[src/rtl/sbox_tower_pkg.sv]
`timescale 1ns/1ps
// Package: shared widths, tower-field arithmetic and the elaboration-time
// derivation of basis-change matrices and AND-XOR coefficient masks.
// Assumes: GF(4) uses w^2=w+1, GF(16) uses y^2=y+phi, GF(256) tower uses
// z^2=z+lambda; phi and lambda must make those quadratics irreducible.
package sbox_tower_pkg;

    localparam int BYTE_W     = 8;
    localparam int HALF_W     = 4;
    localparam int PAIR_CNT   = BYTE_W * (BYTE_W - 1) / 2;
    localparam int SEC1_TERMS = BYTE_W + PAIR_CNT;
    localparam int SEC2_TERMS = 1 << HALF_W;
    localparam int SEC3_TERMS = HALF_W * BYTE_W;

    localparam logic [7:0] AFFINE_ROW0  = 8'hF1;
    localparam logic [7:0] AFFINE_CONST = 8'h63;
    localparam logic [7:0] AES_REDUCE   = 8'h1B;

    localparam logic [1:0] DEF_PHI    = 2'b10;
    localparam logic [3:0] DEF_LAMBDA = 4'b1000;

    // GF(4) product with w^2 = w + 1.
    function automatic logic [1:0] gf4_mul(input logic [1:0] a, input logic [1:0] b);
        return {(a[1] & b[1]) ^ (a[1] & b[0]) ^ (a[0] & b[1]),
                (a[1] & b[1]) ^ (a[0] & b[0])};
    endfunction

    // GF(16) product over GF(4) with y^2 = y + phi.
    function automatic logic [3:0] gf16_mul(input logic [3:0] a, input logic [3:0] b,
                                            input logic [1:0] phi);
        logic [1:0] hh;
        hh = gf4_mul(a[3:2], b[3:2]);
        return {hh ^ gf4_mul(a[3:2], b[1:0]) ^ gf4_mul(a[1:0], b[3:2]),
                gf4_mul(hh, phi) ^ gf4_mul(a[1:0], b[1:0])};
    endfunction

    // GF(16) inverse by search; zero maps to zero.
    function automatic logic [3:0] gf16_inv(input logic [3:0] a, input logic [1:0] phi);
        logic [3:0] r;
        r = 4'h0;
        for (int c = 1; c < 16; c++) begin
            if (gf16_mul(a, 4'(c), phi) == 4'h1) r = 4'(c);
        end
        return r;
    endfunction

    // Tower GF(256) product over GF(16) with z^2 = z + lambda.
    function automatic logic [7:0] gf256t_mul(input logic [7:0] a, input logic [7:0] b,
                                              input logic [3:0] lam, input logic [1:0] phi);
        logic [3:0] hh;
        hh = gf16_mul(a[7:4], b[7:4], phi);
        return {hh ^ gf16_mul(a[7:4], b[3:0], phi) ^ gf16_mul(a[3:0], b[7:4], phi),
                gf16_mul(hh, lam, phi) ^ gf16_mul(a[3:0], b[3:0], phi)};
    endfunction

    // Polynomial-basis GF(2^8) product, reduced by x^8+x^4+x^3+x+1.
    function automatic logic [7:0] aes_mul(input logic [7:0] a, input logic [7:0] b);
        logic [7:0] p;
        logic [7:0] aa;
        p  = 8'h00;
        aa = a;
        for (int i = 0; i < 8; i++) begin
            if (b[i]) p = p ^ aa;
            aa = {aa[6:0], 1'b0} ^ (aa[7] ? AES_REDUCE : 8'h00);
        end
        return p;
    endfunction

    // Rotate a byte towards higher bit indices.
    function automatic logic [7:0] rotl8(input logic [7:0] v, input int n);
        logic [15:0] t;
        t = {v, v} << n;
        return t[15:8];
    endfunction

    // Linear part of the affine map (matrix only, no constant).
    function automatic logic [7:0] affine_lin(input logic [7:0] x);
        logic [7:0] r;
        for (int k = 0; k < 8; k++) r[k] = ^(x & rotl8(AFFINE_ROW0, k));
        return r;
    endfunction

    // Inverse of the full affine map, used by the checker.
    function automatic logic [7:0] aes_affine_undo(input logic [7:0] b);
        logic [7:0] c;
        logic [7:0] x;
        c = b ^ AFFINE_CONST;
        for (int i = 0; i < 8; i++) x[i] = c[(i + 2) % 8] ^ c[(i + 5) % 8] ^ c[(i + 7) % 8];
        return x;
    endfunction

    // Apply an 8x8 GF(2) matrix stored column-wise (column i in bits 8i+7:8i).
    function automatic logic [7:0] mat_apply(input logic [63:0] m, input logic [7:0] x);
        logic [7:0] r;
        r = 8'h00;
        for (int i = 0; i < 8; i++) begin
            if (x[i]) r = r ^ m[8*i +: 8];
        end
        return r;
    endfunction

    // Forward basis change: columns are powers of a tower root of the AES polynomial.
    function automatic logic [63:0] find_iso_fwd(input logic [3:0] lam, input logic [1:0] phi);
        logic [63:0] m;
        logic [71:0] pw;
        logic        found;
        m     = 64'h0;
        pw    = 72'h0;
        found = 1'b0;
        for (int c = 2; c < 256; c++) begin
            pw[7:0] = 8'h01;
            for (int e = 1; e <= 8; e++) pw[8*e +: 8] = gf256t_mul(pw[8*(e-1) +: 8], 8'(c), lam, phi);
            if (!found && ((pw[71:64] ^ pw[39:32] ^ pw[31:24] ^ pw[15:8] ^ pw[7:0]) == 8'h00)) begin
                found = 1'b1;
                m     = pw[63:0];
            end
        end
        return m;
    endfunction

    // Reverse basis change: column i is the byte that maps onto tower basis bit i.
    function automatic logic [63:0] find_iso_inv(input logic [63:0] fwd);
        logic [63:0] m;
        m = 64'h0;
        for (int i = 0; i < 8; i++) begin
            for (int c = 0; c < 256; c++) begin
                if (mat_apply(fwd, 8'(c)) == (8'h01 << i)) m[8*i +: 8] = 8'(c);
            end
        end
        return m;
    endfunction

    // Position of the pair term x_i & x_j (i < j) in the section-one AND array.
    function automatic int pair_idx(input int i, input int j);
        return BYTE_W + i * (BYTE_W - 1) - (i * (i - 1)) / 2 + (j - i - 1);
    endfunction

    // Norm of the mapped byte: lambda*hi^2 + hi*lo + lo^2.
    function automatic logic [3:0] norm_eval(input logic [63:0] fwd, input logic [3:0] lam,
                                             input logic [1:0] phi, input logic [7:0] x);
        logic [7:0] t;
        t = mat_apply(fwd, x);
        return gf16_mul(gf16_mul(t[7:4], t[7:4], phi), lam, phi)
             ^ gf16_mul(t[7:4], t[3:0], phi) ^ gf16_mul(t[3:0], t[3:0], phi);
    endfunction

    // Reed-Muller coefficients of the quadratic norm, per output bit.
    function automatic logic [SEC1_TERMS*HALF_W-1:0] sec1_mask(input logic [63:0] fwd,
                                                              input logic [3:0] lam,
                                                              input logic [1:0] phi);
        logic [SEC1_TERMS*HALF_W-1:0] m;
        logic [3:0] v;
        m = '0;
        for (int i = 0; i < BYTE_W; i++) begin
            v = norm_eval(fwd, lam, phi, 8'h01 << i);
            for (int b = 0; b < HALF_W; b++) m[b*SEC1_TERMS + i] = v[b];
            for (int j = i + 1; j < BYTE_W; j++) begin
                v = norm_eval(fwd, lam, phi, (8'h01 << i) | (8'h01 << j))
                  ^ norm_eval(fwd, lam, phi, 8'h01 << i)
                  ^ norm_eval(fwd, lam, phi, 8'h01 << j);
                for (int b = 0; b < HALF_W; b++) m[b*SEC1_TERMS + pair_idx(i, j)] = v[b];
            end
        end
        return m;
    endfunction

    // Reed-Muller coefficients of the GF(16) inverse (Moebius transform).
    function automatic logic [SEC2_TERMS*HALF_W-1:0] sec2_mask(input logic [1:0] phi);
        logic [SEC2_TERMS*HALF_W-1:0] m;
        logic [3:0] v;
        logic       coef;
        m = '0;
        for (int b = 0; b < HALF_W; b++) begin
            for (int t = 0; t < SEC2_TERMS; t++) begin
                coef = 1'b0;
                for (int s = 0; s < SEC2_TERMS; s++) begin
                    if ((s & ~t & (SEC2_TERMS - 1)) == 0) begin
                        v    = gf16_inv(4'(s), phi);
                        coef = coef ^ v[b];
                    end
                end
                m[b*SEC2_TERMS + t] = coef;
            end
        end
        return m;
    endfunction

    // Bilinear output map: halves times inverted norm, reverse basis, affine matrix.
    function automatic logic [7:0] out_eval(input logic [63:0] fwd, input logic [63:0] inv,
                                            input logic [1:0] phi, input logic [3:0] d,
                                            input logic [7:0] x);
        logic [7:0] t;
        t = mat_apply(fwd, x);
        return affine_lin(mat_apply(inv, {gf16_mul(t[7:4], d, phi),
                                          gf16_mul(t[7:4] ^ t[3:0], d, phi)}));
    endfunction

    // Coefficients of the merged output network over the d_i & x_j products.
    function automatic logic [SEC3_TERMS*BYTE_W-1:0] sec3_mask(input logic [63:0] fwd,
                                                              input logic [63:0] inv,
                                                              input logic [1:0] phi);
        logic [SEC3_TERMS*BYTE_W-1:0] m;
        logic [7:0] v;
        m = '0;
        for (int i = 0; i < HALF_W; i++) begin
            for (int j = 0; j < BYTE_W; j++) begin
                v = out_eval(fwd, inv, phi, 4'h1 << i, 8'h01 << j);
                for (int k = 0; k < BYTE_W; k++) m[k*SEC3_TERMS + i*BYTE_W + j] = v[k];
            end
        end
        return m;
    endfunction

    localparam logic [63:0] DEF_ISO_FWD = find_iso_fwd(DEF_LAMBDA, DEF_PHI);
    localparam logic [63:0] DEF_ISO_INV = find_iso_inv(DEF_ISO_FWD);

endpackage

[src/rtl/sbox_norm_sec.sv]
`timescale 1ns/1ps
// Section one: maps the input byte to the 4-bit tower norm to be inverted.
// Written as one AND array (linear and pair terms) and one XOR array whose
// coefficients fold in the forward basis change.
// Assumes: ISO_FWD, LAMBDA and PHI describe one consistent tower field.
module sbox_norm_sec
    import sbox_tower_pkg::*;
#(
    parameter logic [63:0] ISO_FWD = DEF_ISO_FWD,
    parameter logic [3:0]  LAMBDA  = DEF_LAMBDA,
    parameter logic [1:0]  PHI     = DEF_PHI
) (
    input  logic [BYTE_W-1:0] byte_in,
    output logic [HALF_W-1:0] norm_out
);

    localparam logic [SEC1_TERMS*HALF_W-1:0] NORM_MASK = sec1_mask(ISO_FWD, LAMBDA, PHI);

    logic [SEC1_TERMS-1:0] term;

    // AND array, degree-one part: single input bits.
    for (genvar i = 0; i < BYTE_W; i++) begin : g_lin
        assign term[i] = byte_in[i];
    end

    // AND array, degree-two part: every unordered bit pair.
    for (genvar i = 0; i < BYTE_W; i++) begin : g_row
        for (genvar j = i + 1; j < BYTE_W; j++) begin : g_col
            assign term[pair_idx(i, j)] = byte_in[i] & byte_in[j];
        end
    end

    // XOR array: one parity per norm bit over its selected terms.
    for (genvar b = 0; b < HALF_W; b++) begin : g_xor
        assign norm_out[b] = ^(term & NORM_MASK[b*SEC1_TERMS +: SEC1_TERMS]);
    end

endmodule

[src/rtl/sbox_inv_sec.sv]
`timescale 1ns/1ps
// Section two: inverts the 4-bit norm in GF(16) (zero stays zero).
// Written as the full positive-polarity Reed-Muller form of the inverse:
// one AND array over all variable subsets and one XOR array.
// Assumes: PHI makes y^2+y+PHI irreducible over GF(4).
module sbox_inv_sec
    import sbox_tower_pkg::*;
#(
    parameter logic [1:0] PHI = DEF_PHI
) (
    input  logic [HALF_W-1:0] norm_in,
    output logic [HALF_W-1:0] norm_inv
);

    localparam logic [SEC2_TERMS*HALF_W-1:0] INV_MASK = sec2_mask(PHI);

    logic [SEC2_TERMS-1:0] term;

    // AND array: term t is the product of the bits set in t (t = 0 is the constant one).
    for (genvar t = 0; t < SEC2_TERMS; t++) begin : g_and
        assign term[t] = &(norm_in | ~HALF_W'(t));
    end

    // XOR array: one parity per inverse bit.
    for (genvar b = 0; b < HALF_W; b++) begin : g_xor
        assign norm_inv[b] = ^(term & INV_MASK[b*SEC2_TERMS +: SEC2_TERMS]);
    end

endmodule

[src/rtl/sbox_align_path.sv]
`timescale 1ns/1ps
// Alignment path: carries the input byte to section three alongside the
// inverted norm. Logically transparent; the stage count marks where
// physical delay elements are inserted to match the two-section depth.
// Assumes: STAGES >= 1.
module sbox_align_path
    import sbox_tower_pkg::*;
#(
    parameter int STAGES = 2
) (
    input  logic [BYTE_W-1:0] path_in,
    output logic [BYTE_W-1:0] path_out
);

    logic [BYTE_W-1:0] hop [0:STAGES];

    assign hop[0] = path_in;

    // One transparent hop per delay stage.
    for (genvar s = 0; s < STAGES; s++) begin : g_hop
        assign hop[s+1] = hop[s];
    end

    assign path_out = hop[STAGES];

endmodule

[src/rtl/sbox_output_sec.sv]
`timescale 1ns/1ps
// Section three: forms both half products with the inverted norm, changes
// basis back to GF(2^8) and applies the affine map, all as one AND array of
// d_i & x_j products and one XOR array, plus the affine constant.
// Assumes: ISO_FWD/ISO_INV are mutually inverse and consistent with PHI.
module sbox_output_sec
    import sbox_tower_pkg::*;
#(
    parameter logic [63:0] ISO_FWD = DEF_ISO_FWD,
    parameter logic [63:0] ISO_INV = DEF_ISO_INV,
    parameter logic [1:0]  PHI     = DEF_PHI
) (
    input  logic [HALF_W-1:0] norm_inv,
    input  logic [BYTE_W-1:0] byte_dly,
    output logic [BYTE_W-1:0] sub_byte
);

    localparam logic [SEC3_TERMS*BYTE_W-1:0] OUT_MASK = sec3_mask(ISO_FWD, ISO_INV, PHI);

    logic [SEC3_TERMS-1:0] term;

    // AND array: every inverse bit against every aligned input bit.
    for (genvar i = 0; i < HALF_W; i++) begin : g_inv
        for (genvar j = 0; j < BYTE_W; j++) begin : g_byte
            assign term[i*BYTE_W + j] = norm_inv[i] & byte_dly[j];
        end
    end

    // XOR array: parity of selected products, then the affine constant bit.
    for (genvar k = 0; k < BYTE_W; k++) begin : g_xor
        assign sub_byte[k] = (^(term & OUT_MASK[k*SEC3_TERMS +: SEC3_TERMS])) ^ AFFINE_CONST[k];
    end

endmodule

[src/rtl/sbox_tower_top.sv]
`timescale 1ns/1ps
// Top: combinational AES forward substitution in three AND-XOR sections.
// Derives both basis-change matrices from the tower constants at elaboration.
// Assumes: PHI in {2'b10, 2'b11}; LAMBDA[3:2] in {2'b10, 2'b11}.
module sbox_tower_top
    import sbox_tower_pkg::*;
#(
    parameter logic [1:0] PHI          = DEF_PHI,
    parameter logic [3:0] LAMBDA       = DEF_LAMBDA,
    parameter int         ALIGN_STAGES = 2
) (
    input  logic [7:0] sub_in,
    output logic [7:0] sub_out
);

    localparam logic [63:0] ISO_FWD = find_iso_fwd(LAMBDA, PHI);
    localparam logic [63:0] ISO_INV = find_iso_inv(ISO_FWD);

    logic [HALF_W-1:0] norm_val;
    logic [HALF_W-1:0] norm_inv;
    logic [BYTE_W-1:0] aligned_byte;

    sbox_norm_sec #(
        .ISO_FWD (ISO_FWD),
        .LAMBDA  (LAMBDA),
        .PHI     (PHI)
    ) u_norm (
        .byte_in  (sub_in),
        .norm_out (norm_val)
    );

    sbox_inv_sec #(
        .PHI (PHI)
    ) u_inv (
        .norm_in  (norm_val),
        .norm_inv (norm_inv)
    );

    sbox_align_path #(
        .STAGES (ALIGN_STAGES)
    ) u_align (
        .path_in  (sub_in),
        .path_out (aligned_byte)
    );

    sbox_output_sec #(
        .ISO_FWD (ISO_FWD),
        .ISO_INV (ISO_INV),
        .PHI     (PHI)
    ) u_out (
        .norm_inv (norm_inv),
        .byte_dly (aligned_byte),
        .sub_byte (sub_out)
    );

endmodule

[config.mk]
export PLATFORM = sky130hd
export DESIGN_NAME = sbox_tower_top
export DESIGN_NICKNAME = d
export VERILOG_FILES = /design/src/rtl/sbox_tower_pkg.sv /design/src/rtl/sbox_norm_sec.sv /design/src/rtl/sbox_inv_sec.sv /design/src/rtl/sbox_align_path.sv /design/src/rtl/sbox_output_sec.sv /design/src/rtl/sbox_tower_top.sv
export SDC_FILE = /design/constraint.sdc
export NUM_CORES = 1
export LEC_CHECK = 0
export BUFFER_PORTS_ARGS = -buffer_cell sky130_fd_sc_hd__buf_2
export CORE_ASPECT_RATIO = 1.1
export CORE_UTILIZATION = 56
export DETAILED_ROUTE_END_ITERATION = 8
export GPL_ROUTABILITY_DRIVEN = 0
export GPL_TIMING_DRIVEN = 0
export PLACE_DENSITY = 0.84
export SYNTH_ARGS = -nofsm -noshare
export SYNTH_HDL_FRONTEND = slang
export SYNTH_HIERARCHICAL = 1
export SYNTH_SLANG_ARGS = --single-unit
[constraint.sdc]
create_clock -name vclk -period 4.63
set_input_delay 0 -clock vclk [all_inputs]
set_output_delay 0 -clock vclk [all_outputs]
set_load 0.01 [all_outputs]
==> results of run 1 <==
==> routing by layer <==
layer / global-route usage [%] / vias to the layer above / share of wire (%) / routed length, microns
met2: 41.1 / 66 / 50 / 2390
met5: 0 / - / 0 / 0
met3: 0.164 / 2 / 4.9 / 237
met4: 2.02 / 0 / 0.21 / 10
li1: - / 1070 / - / -
met1: 31.1 / 972 / 45 / 2180
==> layout make-up <==
cell class | instances | area, sq um
fill | 367 | 1500
multi-input combinational | 265 | 2050
buffer | 36 | 239
inverter | 9 | 33.8
timing repair buffer | 15 | 75.1
tap | 52 | 65.1
==> how the worst max path moves through the flow <==
stage / from / cells after the start / end
2_1_floorplan: sub_in[1] / 17 / sub_out[4]
3_3_place_gp: sub_in[1] / 19 / sub_out[7]
3_5_place_dp: sub_in[1] / 19 / sub_out[7]
4_1_cts: sub_in[1] / 19 / sub_out[7]
5_1_grt: sub_in[1] / 19 / sub_out[4]
6_report: sub_in[1] / 19 / sub_out[4]
==> cell families (layout without fill, tap and decap cells) <==
group | Yosys count | in the layout | synth area share [%]
xor gates and xnor gates | 95 | 95 | 40.8
and+or+nand+nor | 90 | 90 | 20.7
AOI/OAI and AO/OA | 61 | 61 | 17.3
buffers and inverters | 45 | 60 | 11.8
muxes | 14 | 14 | 6.67
adders and majority gates | 5 | 5 | 2.71
==> Yosys cell counts (2+ instances only) <==
cell type and n:
a32o_1 2, buf_4 13, o2bb2ai_1 2, buf_2 12, or3b_1 2, buf_1 3
clkbuf_1 4, xnor3_1 2, o22ai_1 4, xnor2_1 64, nor2b_1 7, nand2_1 37
a31oi_1 2, buf_6 3, nor2_1 10, nand3_1 8, xor2_1 22, mux2_2 3
nand2b_1 11, mux2_4 2, a21oi_1 17, o21ai_1 4, a22oi_1 2, inv_1 8
a211oi_1 7, o21ai_0 11, ha_1 5, xor3_1 4, xnor2_2 2, mux2i_1 9
==> tightest hold or removal path, delay by kind of cell <==
| kind | cells | cell delay, ns |
|---|---|---|
| AND/OR/NAND/NOR | 1 | 0.08 |
| buffers and inverters | 3 | 0.34 |
| XOR/XNOR | 3 | 0.26 |
==> through the flow <==
stage / worst slack, ns / hold WS [ns] / util (%)
after global placement: 0.239 / 0.678 / 61.8
after CTS: 0.143 / 0.683 / 61.8
after floorplan: 1.08 / 0.556 / -
after detailed placement: 0.164 / 0.682 / 61.8
final: 0.382 / 0.682 / 62.2
after global routing: 0.0679 / 0.724 / 62.2
==> what timing repair did <==
action / in CTS / in global routing
gates resized for setup: 0 / 4
endpoints found under the setup margin: 0 / 5
setup buffers: 0 / 0
hold endpoints to repair: 0 / 0
==> results.json, run 1 <==
{
  "yosys.area.top_type": "xnor2_1",
  "min_period_ns": 4.25,
  "post_route_cells_drive_above_1_share_pct": 19.4,
  "cp_top_family": "XOR/XNOR gates",
  "route.vias.total": 2110,
  "drt-total-wl_mm": 4.82,
  "fp.dieW_microns": 63.2,
  "placed_cells": 377,
  "holdPathStages": 7,
  "crit_type": "input pin to output port",
  "synthesis.area_sq_um": 2310,
  "crit_arrival_ns": 4.25,
  "antenna_found_initial": 0,
  "postSynthCellCount": 310,
  "crit_path_cell_trace": "buf_2, ha_1, xnor2_1, xnor2_1, xnor2_1, xor2_1, xnor2_1, xnor2_2, ha_1, inv_1, o41a_1, nand3_1, xor2_1, buf_1, nand2_1, o21ai_0, xnor2_1, xnor2_1, buf_2",
  "finalSetupViolations": 0,
  "final_common_cell": "xnor2_1",
  "dr.first_iter.drc_count": 114,
  "dp_hpwl_mm": 3.83,
  "fp.coreArea_sq_um": 3960,
  "seq_area_frac_synth_pct": 0,
  "grt_pass1_wl_mm": 8.45,
  "grt_pass1_vias": 1912,
  "cap_violations": 0,
  "num_rows": 24,
  "fmax_ghz": 0.235,
  "final_area_sq_um": 2460,
  "cp-start-kind": "input pin",
  "fin_tns_setup_ns": 0,
  "synth_top_area_share_pct": 24.3,
  "syn_to_final_growth_pct": 6.77,
  "synth.net_count": 323,
  "track_usage_pct": 22.7,
  "worstMarginPinSlew_ns": 0.542,
  "hp-start": "sub_in[0]",
  "postCtsHoldBufs": 0,
  "num_io_pins": 16,
  "cp_max_fo": 10,
  "start_util_pct": 58.2,
  "end_kind": "output port",
  "crit_slowest_cell": "buf_1",
  "critPathMaxStageDelay_ns": 0.44,
  "hold_end": "sub_out[5]",
  "dr.pass1.iters": 4,
  "slew_viol_final": 0,
  "placed_area_sq_um": 2450,
  "synth_cell_types": 58,
  "layout_common_cells": "xnor2_1, nand2_1, buf_2",
  "remaining_drc_errors": 0,
  "seq_cells": 0,
  "synthTopCellsByArea": "xnor2_1, xor2_1, nand2_1, buf_4, xor3_1",
  "yosys_warnings": 6,
  "avgSynthCellArea_sq_um": 7.45,
  "wl_per_cell_microns": 12.8,
  "fin_cells": 377,
  "path_buf_inv": 4,
  "min_path_type": "input pin to output port",
  "die_area_sq_um": 4380,
  "vias_per_cell": 5.60,
  "fin_crit_sh_pct": 91.8,
  "cp_common_cell": "xnor2_1",
  "rsz0062_at_grt": "no",
  "antenna_cells": 0,
  "grt_overflow_total": 0,
  "max_slew_margin_pct": 63.9,
  "outcome": "complete, no violations",
  "ant_nets": 0,
  "ff_latch_area_sq_um": 0,
  "grt_start_max_net_pins": 11,
  "hold_viol": 0,
  "nClkBuffers": 0,
  "nNetsFinal": 340,
  "port_buffers": 15,
  "die_y_microns": 69.3,
  "critPathRequiredTime_ns": 4.63
}
Power of run 1 is not shown: default switching activity piles up to over one toggle a cycle in this logic, so the estimate is an artifact.
==> inputs of run 2 (changes only) <==
--- a/config.mk
+++ b/config.mk
@@ -5,13 +5,15 @@
 export SDC_FILE = /design/constraint.sdc
 export NUM_CORES = 1
 export LEC_CHECK = 0
+export ABC_AREA = 1
 export BUFFER_PORTS_ARGS = -buffer_cell sky130_fd_sc_hd__buf_2
 export CORE_ASPECT_RATIO = 1.1
+export CORE_MARGIN = 1
 export CORE_UTILIZATION = 56
 export DETAILED_ROUTE_END_ITERATION = 8
 export GPL_ROUTABILITY_DRIVEN = 0
 export GPL_TIMING_DRIVEN = 0
-export PLACE_DENSITY = 0.84
+export PLACE_DENSITY = 0.83
 export SYNTH_ARGS = -nofsm -noshare
 export SYNTH_HDL_FRONTEND = slang
 export SYNTH_HIERARCHICAL = 1
==> results.json, run 2 <==
{
  "vias_per_cell": 5.39,
  "hp-start": "sub_in[4]",
  "crit_slowest_cell": "nor2_1",
  "syn_to_final_growth_pct": 5.14,
  "holdPathStages": 8,
  "multi_input_area_sq_um": 2380,
  "grt_overflow_total": 0,
  "cp_max_fo": 10,
  "yosys.area.top_type": "nand2_1",
  "synth.net_count": 658,
  "synthTopCellsByArea": "nand2_1, nand3_1, inv_1, buf_4, xor2_1",
  "synthesis.area_sq_um": 2970,
  "p_per_area_nw_per_um2": 557,
  "ant_nets": 0,
  "postCtsSetupBuffers": 0,
  "antenna_found_initial": 0,
  "worstMarginPinSlew_ns": 0.563,
  "end_kind": "output port",
  "dr.pass1.iters": 5,
  "rsz0062_at_grt": "no",
  "max_slew_margin_pct": 62.3,
  "postSynthCellCount": 645,
  "clkPwrFrac_pct": 0,
  "yosys_warnings": 6,
  "p_leak_nw": 2.15,
  "fin_tns_setup_ns": 0,
  "ff_latch_area_sq_um": 0,
  "min_period_ns": 3.64,
  "drt-total-wl_mm": 7.89,
  "dr.first_iter.drc_count": 250,
  "fillers": 534,
  "met1_length_mm": 3.19,
  "nNetsFinal": 676,
  "route.vias.total": 3878,
  "port_buffers": 16,
  "ir_worst_vdd_uv": 235,
  "slew_viol_final": 0,
  "layout_common_cells": "nand2_1, nand3_1, inv_1",
  "outcome": "complete, no violations",
  "remaining_drc_errors": 0,
  "dp_hpwl_mm": 6.45,
  "grt_pass1_wl_mm": 13.4,
  "min_path_type": "input pin to output port",
  "combPwrFrac_pct": 100.0,
  "net-switching-power_mw": 1.10,
  "fp.dieW_microns": 71.4,
  "grt_pass1_vias": 3372,
  "cap_violations": 0,
  "num_io_pins": 16,
  "dr.max_layer_used": "met4",
  "avgSynthCellArea_sq_um": 4.60,
  "met3_length_microns": 464,
  "die_y_microns": 78.4,
  "num_rows": 27,
  "critPathRequiredTime_ns": 4.63,
  "wl_per_cell_microns": 11.0,
  "fp.coreArea_sq_um": 5070,
  "synth_cell_types": 25,
  "wl_met2_mm": 3.92,
  "nClkBuffers": 0,
  "grt_start_max_net_pins": 11,
  "path_buf_inv": 6,
  "fmax_ghz": 0.274,
  "post_route_cells_drive_above_1_share_pct": 11.2,
  "antenna_cells": 0,
  "hold_viol": 0,
  "start_util_pct": 58.6,
  "critPathMaxStageDelay_ns": 0.43,
  "crit_type": "input pin to output port",
  "cp-start-kind": "input pin",
  "postCtsHoldBufs": 0,
  "crit_arrival_ns": 3.64,
  "p_int_mw": 0.635,
  "hold_end": "sub_out[6]",
  "seqPwrFrac_pct": 0,
  "switching_share_pct": 63.5,
  "track_usage_pct": 28.4,
  "synth.most_common_cell": "nand2_1",
  "synth_top_area_share_pct": 42.7,
  "finalSetupViolations": 0,
  "cp_common_cell": "nand2_1",
  "die_area_sq_um": 5600,
  "seq_area_frac_synth_pct": 0,
  "fin_crit_sh_pct": 78.7,
  "final_common_cell": "nand2_1",
  "seq_cells": 0,
  "cp_top_family": "simple AND/OR/NAND/NOR gates",
  "cts_resized": 0,
  "fin_util_pct": 61.6,
  "total_power_mw": 1.74,
  "yosys-top-cells-count": "nand2_1, nand3_1, inv_1"
}
-- run 2: area by class of cell --
| type | instances | share of cell area [%] |
|---|---|---|
| plain buffers | 29 | 7.70 |
| inverters | 91 | 11.1 |
| multi-input cells | 525 | 76.3 |
| well taps | 58 | 2.32 |
| repair buffers | 16 | 2.57 |
-- run 2: logic make-up (layout without fill, tap and decap cells) --
group | Yosys count | count (layout) | synth area share (%)
and+or+nand+nor | 483 | 483 | 68.8
buffers and inverters | 120 | 136 | 19.8
xor gates and xnor gates | 22 | 22 | 6.49
AOI/OAI and AO/OA | 15 | 15 | 2.82
adders and majority gates | 5 | 5 | 2.11
-- run 2: how the worst max path moves through the flow --
| stage | startpoint | to | slack, ns | depth (start not counted) |
|---|---|---|---|---|
| 3_3_place_gp | sub_in[5] | sub_out[1] | 1.11 | 32 |
| 4_1_cts | sub_in[5] | sub_out[1] | 1.03 | 32 |
| 5_1_grt | sub_in[5] | sub_out[2] | 0.57 | 31 |
| 6_report | sub_in[5] | sub_out[1] | 0.99 | 32 |
| 3_5_place_dp | sub_in[5] | sub_out[1] | 1.04 | 32 |
| 2_1_floorplan | sub_in[4] | sub_out[1] | 1.83 | 29 |
-- run 2: through the flow --
step / area (sq um) / std cells / setup slack (ns) / hold slack [ns]
3_5_place_dp: 3120 / 719 / 1.04 / 0.870
2_1_floorplan: 2970 / 645 / 1.83 / 0.534
5_1_grt: 3120 / 719 / 0.572 / 0.927
4_1_cts: 3120 / 719 / 1.03 / 0.870
6_report: 3120 / 719 / 0.987 / 0.878
3_3_place_gp: 3120 / 719 / 1.11 / 0.854
-- run 2: per-layer routing --
metal	up-vias	GRT usage [%]
li1	2014	-
met1	1671	31.2
met2	159	55.1
met3	34	1.41
met4	0	12.6
met5	-	0
-- run 2: power groups by stage --
stage / combinational, mW / clock [mW] / sequential (mW)
6_report: 1.74 / 0 / 0
5_1_grt: 1.98 / 0 / 0
4_1_cts: 1.72 / 0 / 0
2_1_floorplan: 1.35 / 0 / 0
3_5_place_dp: 1.71 / 0 / 0
3_3_place_gp: 1.65 / 0 / 0
Note: power is estimated with default switching activity, not from simulation.
==> inputs of run 3 (changes only) <==
--- a/config.mk
+++ b/config.mk
@@ -13,7 +13,7 @@
 export DETAILED_ROUTE_END_ITERATION = 8
 export GPL_ROUTABILITY_DRIVEN = 0
 export GPL_TIMING_DRIVEN = 0
-export PLACE_DENSITY = 0.83
+export PLACE_DENSITY = 0.86
 export SYNTH_ARGS = -nofsm -noshare
 export SYNTH_HDL_FRONTEND = slang
 export SYNTH_HIERARCHICAL = 1
==> constraint.sdc (replaced) <==
create_clock -name vclk -period 3.1
set_input_delay 0 -clock vclk [all_inputs]
set_output_delay 0 -clock vclk [all_outputs]
set_load 0.01 [all_outputs]
==> results.json, run 3 (synthesis gave the netlist of run 2 again) <==
{
  "dr.pass1.iters": 7,
  "fmax_ghz": 0.335,
  "min_period_ns": 2.99,
  "cp-start-kind": "input pin",
  "cp_common_cell": "nand2_1",
  "placed_area_sq_um": 3120,
  "fin_util_pct": 69.7,
  "antenna_cells": 0,
  "num_io_pins": 16,
  "start_util_pct": 58.6,
  "fp.coreArea_sq_um": 5070,
  "wl_per_cell_microns": 12.2,
  "min_path_type": "input pin to output port",
  "switching_share_pct": 61.7,
  "final_area_sq_um": 3530,
  "port_buffers": 16,
  "post_route_cells_drive_above_1_share_pct": 22.1,
  "rsz0062_at_grt": "yes",
  "final_common_cell": "nand2_1",
  "grt_util_met1_pct": 29.9,
  "outcome": "complete, no violations",
  "cap_violations": 0,
  "slew_viol_final": 0,
  "dp_hpwl_mm": 6.60,
  "hold_end": "sub_out[6]",
  "die_y_microns": 78.4,
  "met2_usage_pct": 58.4,
  "grt_start_max_net_pins": 11,
  "critPathRequiredTime_ns": 3.10,
  "nClkBuffers": 0,
  "grt_pass1_vias": 3524,
  "place_ws_ns": -0.586,
  "fin_tns_setup_ns": 0,
  "total_power_mw": 3.06,
  "fp.dieW_microns": 71.4,
  "max_slew_margin_pct": 78.6,
  "net-switching-power_mw": 1.89,
  "hold_viol": 0,
  "cp_top_family": "simple AND/OR/NAND/NOR gates",
  "finalSetupViolations": 0,
  "track_usage_pct": 29.4,
  "crit_arrival_ns": 2.99,
  "setup_ws_ns": 0.113,
  "p_int_mw": 1.17,
  "grt.met3_usage_pct": 2.18,
  "dr.first_iter.drc_count": 327,
  "p_leak_nw": 2.28,
  "num_rows": 27,
  "crit_slowest_cell": "xor2_1",
  "path_buf_inv": 7,
  "p_per_area_nw_per_um2": 867,
  "drt-total-wl_mm": 8.94,
  "crit_type": "input pin to output port",
  "fillers": 446,
  "clkPwrFrac_pct": 0,
  "nNetsFinal": 688,
  "route.vias.total": 4066,
  "cp_max_fo": 6,
  "syn_to_final_growth_pct": 19.0,
  "remaining_drc_errors": 0,
  "worstMarginPinSlew_ns": 0.318,
  "holdPathStages": 8,
  "ff_latch_area_sq_um": 0,
  "seq_cells": 0,
  "fin_crit_sh_pct": 96.4,
  "end_kind": "output port",
  "critPathMaxStageDelay_ns": 0.26,
  "die_area_sq_um": 5600,
  "antenna_found_initial": 0,
  "combPwrFrac_pct": 100.0,
  "top_usage_layer": "met2",
  "ir_worst_vdd_uv": 391,
  "hp-start": "sub_in[4]",
  "grt_pass1_wl_mm": 13.8,
  "layout_common_cells": "nand2_1, nand3_1, inv_1",
  "grt_overflow_total": 0,
  "seqPwrFrac_pct": 0,
  "vias_per_cell": 5.56,
  "ant_nets": 0
}
## run 3: cell types whose count changed in the layout (fill, tap and decap cells not counted), sizes merged
cell / delta
buf: +11
clkbuf: +1
## run 3: worst max-delay path by stage
| stage | from | endpoint | slack (ns) | cells past startpoint |
|---|---|---|---|---|
| after detailed placement | sub_in[5] | sub_out[1] | -0.59 | 32 |
| final | sub_in[2] | sub_out[1] | 0.11 | 28 |
| after floorplan | sub_in[4] | sub_out[1] | 0.30 | 29 |
| after CTS | sub_in[5] | sub_out[4] | 0.004 | 30 |
| after global placement | sub_in[5] | sub_out[1] | -0.43 | 32 |
| after global routing | sub_in[3] | sub_out[0] | -0.18 | 32 |
## run 3: layout make-up
class / instances / area, sq um / area share [%]
Inverter: 91 / 349 / 9.88
Tap cell: 58 / 72.6 / 2.05
Timing Repair Buffer: 28 / 214 / 6.06
Multi-Input combinational cell: 525 / 2650 / 74.9
Buffer: 29 / 250 / 7.08
## run 3: routing by layer
metal | wire length (microns) | vias to the layer above
li1 | - | 2030
met1 | 3280 | 1779
met2 | 4580 | 208
met3 | 633 | 49
met4 | 445 | 0
met5 | 0 | -
## run 3: stage by stage
stage | std cells | hold WS [ns]
detailed placement | 719 | 0.856
finish | 731 | 0.834
floorplan | 645 | 0.534
global placement | 719 | 0.841
global route | 731 | 0.889
CTS | 724 | 0.858
## run 3: what timing repair did
action	in CTS	in global routing
setup buffers	4	6
resized for setup	17	72
gates cloned	1	1
endpoints found under the setup margin	8	8
pin swaps	3	41
hold endpoints to repair	0	0
hold buffers	0	0
## run 3: power groups by stage
stage | Clock (mW) | Combinational (mW) | Sequential, mW
floorplan | 0 | 2.01 | 0
global placement | 0 | 2.47 | 0
detailed placement | 0 | 2.58 | 0
CTS | 0 | 2.72 | 0
global route | 0 | 3.39 | 0
finish | 0 | 3.06 | 0
